$ cat config.mk
export PLATFORM = sky130hd
export DESIGN_NAME = pulse_meter
export DESIGN_NICKNAME = d
export VERILOG_FILES = /design/src/rtl/pulse_meter_pkg.sv /design/src/rtl/pm_rst_sync.sv /design/src/rtl/pm_edge_sync.sv /design/src/rtl/pm_sat_counter.sv /design/src/rtl/pm_capture.sv /design/src/rtl/pulse_meter.sv
export SDC_FILE = /design/constraint.sdc
export NUM_CORES = 1
export LEC_CHECK = 0
export BUFFER_PORTS_ARGS = -buffer_cell sky130_fd_sc_hd__buf_2
export CAP_MARGIN = 20
export CORE_MARGIN = 5
export CORE_UTILIZATION = 55
export CTS_CLUSTER_DIAMETER = 40
export DETAILED_ROUTE_END_ITERATION = 8
export PLACE_DENSITY_LB_ADDON = 0.25
export SYNTH_ARGS = -nofsm -noshare
export SYNTH_HDL_FRONTEND = slang
export SYNTH_SLANG_ARGS = --single-unit
$ cat constraint.sdc
create_clock -name clk -period 2.6 [get_ports clk]
set_input_delay 0.26 -clock clk [delete_from_list [all_inputs] [get_ports clk]]
set_output_delay 0.26 -clock clk [all_outputs]
set_load 0.02 [all_outputs]
$ cat src/rtl/pulse_meter_pkg.sv
package pulse_meter_pkg;

  // Classification of the synchronized input in the current cycle.
  typedef enum logic [1:0] {
    EDGE_NONE = 2'd0,
    EDGE_RISE = 2'd1,
    EDGE_FALL = 2'd2
  } edge_kind_e;

  // Index of each run counter inside the counter array.
  localparam int RUN_HIGH = 0;
  localparam int RUN_LOW  = 1;
  localparam int RUN_NUM  = 2;

endpackage

$ cat src/rtl/pm_rst_sync.sv
module pm_rst_sync #(
  parameter int STAGES = 2
) (
  input  logic clk,
  input  logic rst_n,
  output logic rst_int_n
);

  logic [STAGES-1:0] chain_q;
  logic [STAGES-1:0] chain_d;

  always_comb begin
    chain_d = {chain_q[STAGES-2:0], 1'b1};
  end

  always_ff @(posedge clk or negedge rst_n) begin
    if (!rst_n) begin
      chain_q <= '0;
    end else begin
      chain_q <= chain_d;
    end
  end

  assign rst_int_n = chain_q[STAGES-1];

endmodule

$ cat src/rtl/pm_edge_sync.sv
module pm_edge_sync
  import pulse_meter_pkg::*;
#(
  parameter int SYNC_STAGES = 2
) (
  input  logic       clk,
  input  logic       rst_n,
  input  logic       sig_in,
  output edge_kind_e edge_kind
);

  localparam int TOP = SYNC_STAGES - 1;

  logic [SYNC_STAGES-1:0] sync_q;
  logic [SYNC_STAGES-1:0] sync_d;
  logic                   prev_q;
  logic                   prev_d;

  always_comb begin
    sync_d = {sync_q[SYNC_STAGES-2:0], sig_in};
    prev_d = sync_q[TOP];
  end

  always_ff @(posedge clk or negedge rst_n) begin
    if (!rst_n) begin
      sync_q <= '0;
      prev_q <= 1'b0;
    end else begin
      sync_q <= sync_d;
      prev_q <= prev_d;
    end
  end

  always_comb begin
    if (sync_q[TOP] && !prev_q) begin
      edge_kind = EDGE_RISE;
    end else if (!sync_q[TOP] && prev_q) begin
      edge_kind = EDGE_FALL;
    end else begin
      edge_kind = EDGE_NONE;
    end
  end

endmodule

$ cat src/rtl/pm_sat_counter.sv
module pm_sat_counter #(
  parameter int CNT_W = 16
) (
  input  logic             clk,
  input  logic             rst_n,
  input  logic             tick_en,
  input  logic             restart,
  output logic [CNT_W-1:0] count_o
);

  localparam logic [CNT_W-1:0] CNT_MAX = '1;
  localparam logic [CNT_W-1:0] CNT_ONE = CNT_W'(1);

  logic [CNT_W-1:0] count_q;
  logic [CNT_W-1:0] count_d;

  // The restart cycle is the first cycle of the new interval, so its tick counts.
  always_comb begin
    count_d = count_q;
    if (restart) begin
      count_d = tick_en ? CNT_ONE : '0;
    end else if (tick_en && (count_q != CNT_MAX)) begin
      count_d = count_q + CNT_ONE;
    end
  end

  always_ff @(posedge clk or negedge rst_n) begin
    if (!rst_n) begin
      count_q <= '0;
    end else begin
      count_q <= count_d;
    end
  end

  assign count_o = count_q;

endmodule

$ cat src/rtl/pm_capture.sv
module pm_capture
  import pulse_meter_pkg::*;
#(
  parameter int CNT_W = 16
) (
  input  logic             clk,
  input  logic             rst_n,
  input  edge_kind_e       edge_kind,
  input  logic [CNT_W-1:0] hi_run,
  input  logic [CNT_W-1:0] lo_run,
  output logic [CNT_W-1:0] hi_hold_o,
  output logic [CNT_W-1:0] lo_hold_o,
  output logic             upd_o,
  output logic             valid_o
);

  logic [CNT_W-1:0] hi_hold_q, hi_hold_d;
  logic [CNT_W-1:0] lo_hold_q, lo_hold_d;
  logic             upd_q, upd_d;
  logic             seen_rise_q, seen_rise_d;
  logic             seen_fall_q, seen_fall_d;
  logic             hi_load, lo_load;

  // A falling transition closes the high interval, a rising one the low interval.
  always_comb begin
    hi_load     = (edge_kind == EDGE_FALL);
    lo_load     = (edge_kind == EDGE_RISE);
    hi_hold_d   = hi_load ? hi_run : hi_hold_q;
    lo_hold_d   = lo_load ? lo_run : lo_hold_q;
    upd_d       = hi_load || lo_load;
    seen_rise_d = seen_rise_q || lo_load;
    seen_fall_d = seen_fall_q || hi_load;
  end

  always_ff @(posedge clk or negedge rst_n) begin
    if (!rst_n) begin
      hi_hold_q   <= '0;
      lo_hold_q   <= '0;
      upd_q       <= 1'b0;
      seen_rise_q <= 1'b0;
      seen_fall_q <= 1'b0;
    end else begin
      if (hi_load) begin
        hi_hold_q <= hi_hold_d;
      end
      if (lo_load) begin
        lo_hold_q <= lo_hold_d;
      end
      upd_q       <= upd_d;
      seen_rise_q <= seen_rise_d;
      seen_fall_q <= seen_fall_d;
    end
  end

  assign hi_hold_o = hi_hold_q;
  assign lo_hold_o = lo_hold_q;
  assign upd_o     = upd_q;
  assign valid_o   = seen_rise_q && seen_fall_q;

endmodule

$ cat src/rtl/pulse_meter.sv
module pulse_meter
  import pulse_meter_pkg::*;
#(
  parameter int CNT_W       = 16,
  parameter int SYNC_STAGES = 2
) (
  input  logic             clk,
  input  logic             rst_n,
  input  logic             tick_en,
  input  logic             sig_in,
  output logic [CNT_W-1:0] hi_cnt_o,
  output logic [CNT_W-1:0] lo_cnt_o,
  output logic             upd_o,
  output logic             valid_o
);

  localparam int RST_STAGES = 2;

  logic             rst_int_n;
  edge_kind_e       edge_kind;
  logic [RUN_NUM-1:0] restart_vec;
  logic [CNT_W-1:0] run_cnt [RUN_NUM];

  pm_rst_sync #(.STAGES(RST_STAGES)) u_rst_sync (
    .clk       (clk),
    .rst_n     (rst_n),
    .rst_int_n (rst_int_n)
  );

  pm_edge_sync #(.SYNC_STAGES(SYNC_STAGES)) u_edge_sync (
    .clk       (clk),
    .rst_n     (rst_int_n),
    .sig_in    (sig_in),
    .edge_kind (edge_kind)
  );

  // The high-interval counter restarts on a rise, the low-interval one on a fall.
  always_comb begin
    restart_vec           = '0;
    restart_vec[RUN_HIGH] = (edge_kind == EDGE_RISE);
    restart_vec[RUN_LOW]  = (edge_kind == EDGE_FALL);
  end

  for (genvar g = 0; g < RUN_NUM; g++) begin : g_run
    pm_sat_counter #(.CNT_W(CNT_W)) u_run (
      .clk     (clk),
      .rst_n   (rst_int_n),
      .tick_en (tick_en),
      .restart (restart_vec[g]),
      .count_o (run_cnt[g])
    );
  end

  pm_capture #(.CNT_W(CNT_W)) u_capture (
    .clk       (clk),
    .rst_n     (rst_int_n),
    .edge_kind (edge_kind),
    .hi_run    (run_cnt[RUN_HIGH]),
    .lo_run    (run_cnt[RUN_LOW]),
    .hi_hold_o (hi_cnt_o),
    .lo_hold_o (lo_cnt_o),
    .upd_o     (upd_o),
    .valid_o   (valid_o)
  );

endmodule

==> qor.txt, run 1 <==
Clk_lat worst skew: 340 ps
Drt first pass iters: 4
GRT Residual Overflow: 0
N_diodes: 0
Die area: 0.007499 sq mm
CP cell instances: ha_1 > nand4_1 > nor4_2 > buf_4 > o21ai_0 > a32o_1
Biggest cell delay along the critical path: 540 ps
Peak Freq: 502.2 MHz
CP arrival: 2210 ps
Vias: 2,370
CTS tree: built
Initial Util: 57.54%
WP depth: 6
Startpoint type of the worst setup path: flip-flop
Drt wl/cell: 15.36 um
Pin slew with the least headroom to its limit: 774.3 ps
CTS H-tree lvls: 3
Max cap viols: 0
Yosys top cell by area: dfrtp_1
Die Height: 86.60 um
CORE AREA: 0.005608 sq mm
DRT iter0 DRCs: 96
R2R setup slack: 610 ps
Mean Syn Cell Area: 11.32 sq um
Hold path start: sig_in
Peak VDD IR: 0.3648 mV
Slowest cell on crit path: nor4_2
Fin crit period: 1991 ps
Setup_tns: 0 ps
Fin. max-slew vios: 0
Final period util: 76.58%
Buffers and inverters on the worst path: 1
Layout cell share with drive strength beyond 1: 29.36%
Share of the yosys chip area belonging to registers: 55.84%
Worst hold path type: in2reg
Num CTS Buffers: 9
Via density: 5.940
Vias in the first global route: 2,334
CTS Hold Buffers Added: 1
# nets final: 330
Setup-failing EPs final: 0
Post-synth cell types: 38
Worst reg2reg path depth: 6
Hold endpoint: u_edge_sync.sync_q[0]
Number of nets with antenna violations after routing: 0
Routability congestion estimate: 0.8171
Final number of hold-violating endpoints: 0
Final WL: 6129 um
Largest net degree at the start of global routing: 71
Die Width: 86.60 um
PD cells: 635.6 mW/mm^2
First-pass GRT wire length: 10,950 um
Hold Slack: 45.60 ps
Post-CTS setup buffers: 0
Max FO, Critical Path: 12
Slew headroom: 47.98%
Unrepaired setup endpoints after global routing: false
Worst EP required: 2820 ps
Std-Cell Rows: 27
# IOs: 38
Yosys reg bits: 72
Yosys top cell area share: 55.84%
PortBufs: 37
Initial antenna violation count: 0
FF-to-FF End: g_run[0].u_run.count_o[0]
Synth warnings: 0
Top cells by area, synth: dfrtp_1 56%, mux2_2 11%, a21oi_1 3.3%
Commonest non-fill, non-tap cell in the layout: dfrtp_1
Top delay family on crit path: simple AND/OR/NAND/NOR gates
Utilization after layout: 66.33%
Drc violations: 0
Clk slew on worst S/H paths: 70 ps
Worst setup EP type: flip-flop
Reg-to-reg startpoint: g_run[0].u_run.count_o[0]
Total track usage: 18.60%
CTS max path bufs: 2
Syn Nets: 293
Sink Count: 72
CP Class: reg2reg
Clk_skew: 5.999 ps
Final HPWL DP: 3950 um
Leak: 1.698 nW
Final Power: 0.002364 W
Cells after synthesis: 285
Most frequent cells in the layout: 71 x dfrtp_1, 37 x buf_2, 32 x mux2_2
Post-CTS sizing: 0
Root buffer cell: clkbuf_8
Worst Hold Path Cells: 1
Outcome: finished, final reports clean
Cell Area, Synth: 0.003227 sq mm
Area growth, synth to finish: 15.28%
-- power by group --
part | switching (W) | total [W] | leakage, nW | internal, W
Sequential | 0.0000462 | 0.00122 | 0.966 | 0.00117
Combinational | 0.000123 | 0.000199 | 0.624 | 0.0000765
Clock | 0.000383 | 0.000949 | 0.108 | 0.000567
-- sequential cells by signal (all words and copies together), names as in the netlist --
name / cells
u_rst_sync.chain_q: 2
u_capture.hi_hold_o: 16
u_edge_sync.prev_q: 1
u_capture.upd_o: 1
u_capture.seen_rise_q: 1
g_run.u_run.count_o: 32
u_capture.seen_fall_q: 1
u_edge_sync.sync_q: 2
u_capture.lo_hold_o: 16
-- cells in the mapped netlist, drive strengths merged --
| cell type | instances |
|---|---|
| or3 | 6 |
| a21oi | 21 |
| nand2 | 11 |
| o21a | 1 |
| o311ai | 1 |
| o21ai | 9 |
| or4 | 14 |
| and4 | 5 |
| nor2 | 8 |
| nand3b | 2 |
| nand3 | 11 |
| conb | 1 |
| a211oi | 5 |
| nand4 | 11 |
| nor3 | 6 |
| o31ai | 13 |
| nand2b | 3 |
| inv | 12 |
| and2 | 1 |
| nor4 | 6 |
| ha | 4 |
| clkbuf | 12 |
| a32o | 1 |
| o31a | 2 |
| buf | 6 |
| mux2 | 33 |
| or2 | 3 |
| and3 | 2 |
| xor2 | 1 |
| dfrtp | 72 |
| nor2b | 1 |
| a31oi | 1 |
-- routing by layer --
metal	global-route usage [%]	vias to the layer above	wire, um
met3	3.517	10	250
met2	27.12	50	2649
met4	9.348	0	116
met1	26.55	1165	3112
met5	0	-	0
li1	-	1145	-
-- worst max path at each step --
stage	start	to	slack, ps
after floorplan	u_rst_sync.chain_q[1]	g_run[0].u_run.count_o[0]	450
after global placement	g_run[0].u_run.count_o[0]	g_run[0].u_run.count_o[0]	720
after detailed placement	g_run[0].u_run.count_o[0]	g_run[0].u_run.count_o[0]	630
after CTS	g_run[0].u_run.count_o[0]	g_run[0].u_run.count_o[0]	620
after global routing	g_run[0].u_run.count_o[9]	g_run[0].u_run.count_o[0]	360
final	g_run[0].u_run.count_o[0]	g_run[0].u_run.count_o[0]	610
-- per-stage QoR --
stage,setup slack [ps],instances,cell area (sq um)
finish,608.9,399,3720
global route,362.9,399,3720
CTS,618.9,399,3720
detailed placement,634.0,382,3496
global placement,719.1,382,3496
floorplan,446.5,285,3227
-- cell type report --
type                            count  area, sq um
Clock buffer                       13        148.9
Clock inverter                      3        65.06
Fill cell                         462         1888
Inverter                           12        45.04
Multi-Input combinational cell    183         1315
Sequential cell                    72         1803
Tap cell                           72        90.09
Timing Repair Buffer               44        252.7
-- logic make-up (layout without fill, tap and decap cells) --
kind of cell	after synthesis	count (layout)	share of synthesized area (%)
flops	72	72	55.84
xor+xnor	1	1	0.2715
other cells	1	1	0.1162
mux	33	33	11.52
simple gates	90	90	16.52
buf+inv	30	72	3.800
fa+ha+maj	4	4	1.551
compound gates	54	54	10.39
Note: power is estimated with default switching activity, not from simulation.
==> run 2: changes to the inputs <==
==> constraint.sdc (replaced) <==
create_clock -name clk -period 2.1 [get_ports clk]
set_input_delay 0.21 -clock clk [delete_from_list [all_inputs] [get_ports clk]]
set_output_delay 0.21 -clock clk [all_outputs]
set_load 0.02 [all_outputs]
==> run 2 against run 1 <==
Against the previous run:
- register-to-register slack got worse by 380 ps
- critical endpoint is now g_run[0].u_run.count_o[15]
- highest routed layer unchanged
- largest cell class unchanged
- largest power group unchanged
- critical path depth decreased by 2
- via count increased by 1.2%
==> qor.txt, run 2 (synthesized netlist as in run 1, its figures left out) <==
Number of nets with antenna violations after routing: 0 (unchanged)
Peak VDD IR: 0.5069 mV (+39%)
Slew headroom: 58.59% (+11 points)
Via density: 5.953 (+0.22%)
Startpoint type of the worst setup path: flip-flop
Worst EP required: 2320 ps (-500 ps)
Most frequent cells in the layout: 71 x dfrtp_1, 37 x buf_2, 32 x mux2_2
CORE AREA: 0.005608 sq mm (unchanged)
PD cells: 742.5 mW/mm^2 (+17%)
Layout cell share with drive strength beyond 1: 30.82% (+1.5 points)
Final HPWL DP: 4206 um (+6.5%)
Root buffer cell: clkbuf_8
Vias in the first global route: 2,401 (+2.9%)
Max FFs per register: 32 (unchanged)
Largest net degree at the start of global routing: 50 (-30%)
Drc violations: 0 (unchanged)
CTS tree: built
Std-Cell Rows: 27 (unchanged)
Worst setup EP type: flip-flop
Outcome: finished, final reports clean
Peak Freq: 533.0 MHz (+6.1%)
Post-CTS setup buffers: 0 (unchanged)
CTS H-tree lvls: 3 (unchanged)
CTS Hold Buffers Added: 2 (+1)
Commonest non-fill, non-tap cell in the layout: dfrtp_1
First-pass GRT wire length: 11,100 um (+1.3%)
Num CTS Buffers: 9 (unchanged)
Post-CTS sizing: 0 (unchanged)
Drt first pass iters: 4 (unchanged)
Sink Count: 72 (unchanged)
Final WL: 6186 um (+0.93%)
Drt wl/cell: 15.35 um (about the same)
Clk slew on worst S/H paths: 70 ps (about the same)
N_diodes: 0 (unchanged)
Fill cells: 451 (-2.4%)
Worst hold path type: in2async
Final number of hold-violating endpoints: 0 (unchanged)
Fin crit period: 1876 ps (-115.0 ps)
Initial antenna violation count: 0 (unchanged)
Unrepaired setup endpoints after global routing: false
Die Height: 86.60 um (unchanged)
CP Class: reg2reg
Total track usage: 18.76% (+0.16 points)
GRT Residual Overflow: 0 (unchanged)
Area growth, synth to finish: 15.82%
Setup-failing EPs final: 0 (unchanged)
Final period util: 89.34% (+13 points)
CTS max path bufs: 2 (unchanged)
Setup_tns: 0 ps (unchanged)
Max FO, Critical Path: 9 (-3)
Final Power: 0.002775 W (+17%)
Clk_skew: 10.79 ps (+4.787 ps)
# IOs: 38 (unchanged)
Routability congestion estimate: 0.8324 (+1.9%)
DRT iter0 DRCs: 135 (+41%)
Vias: 2,399 (+1.2%)
Max cap viols: 0 (unchanged)
# nets final: 334 (+1.2%)
Clk_lat worst skew: 340 ps (about the same)
Initial Util: 57.54% (unchanged)
Fin. max-slew vios: 0 (unchanged)
Die Width: 86.60 um (unchanged)
PortBufs: 37 (unchanged)
CP arrival: 2100 ps (-110 ps)
Leak: 1.712 nW (+0.79%)
Die area: 0.007499 sq mm (unchanged)
Pin slew with the least headroom to its limit: 611.5 ps (-162.8 ps)
-- run 2: report_power, final --
group          switching, W  leakage [nW]  internal [W]
Combinational      0.000145         0.647     0.0000972
Sequential        0.0000628         0.966       0.00145
Clock              0.000485        0.0985      0.000537
-- run 2: layer usage --
layer / vias up / global-route usage (%) / wire (um)
met5: - / 0 / 0
met4: 0 / 8.924 / 132
met3: 12 / 3.422 / 299
met2: 64 / 28.30 / 2840
met1: 1173 / 26.23 / 2914
li1: 1150 / - / -
-- run 2: layout make-up --
type	count	area [sq um]	share of cell area, %
sequential	72	1803	48.24
multi-input combinational	183	1315	35.19
timing repair buffer	48	297.8	7.968
clock buffer	9	123.9	3.314
tap	72	90.09	2.410
clock inverter	7	62.56	1.674
inverter	12	45.04	1.205
-- run 2: worst max-delay path: stages (launching register included) --
cell	delay, ps
dfrtp_1	430
nand3_2	140
or3_1	520
nor4_1	330
mux2_1	350
-- run 2: final timing paths --
check,startpoint,endpoint,slack [ps],depth (start not counted)
setup / recovery,g_run[0].u_run.count_o[4],g_run[0].u_run.count_o[15],220,4
hold / removal,rst_n,u_rst_sync.chain_q[1],180,2
setup reg to reg,g_run[0].u_run.count_o[4],g_run[0].u_run.count_o[15],220,4
hold reg to reg,u_rst_sync.chain_q[1],u_capture.hi_hold_o[4],230,0
max in group asynchronous,u_rst_sync.chain_q[1],u_capture.lo_hold_o[9],1250,1
min in group clk,tick_en,g_run[0].u_run.count_o[5],320,4
-- run 2: stage by stage --
step | hold slack, ps | cells | area, sq um | utilization (%) | setup slack (ps)
detailed placement | -1.960 | 385 | 3531 | 62.96 | 221.6
global route | 179.8 | 403 | 3737 | 66.64 | 114.5
CTS | 159.0 | 403 | 3737 | 66.64 | 214.2
floorplan | -85.59 | 285 | 3228 | - | 357.5
finish | 179.0 | 403 | 3737 | 66.64 | 223.9
global placement | -4.957 | 385 | 3531 | 62.96 | 288.4
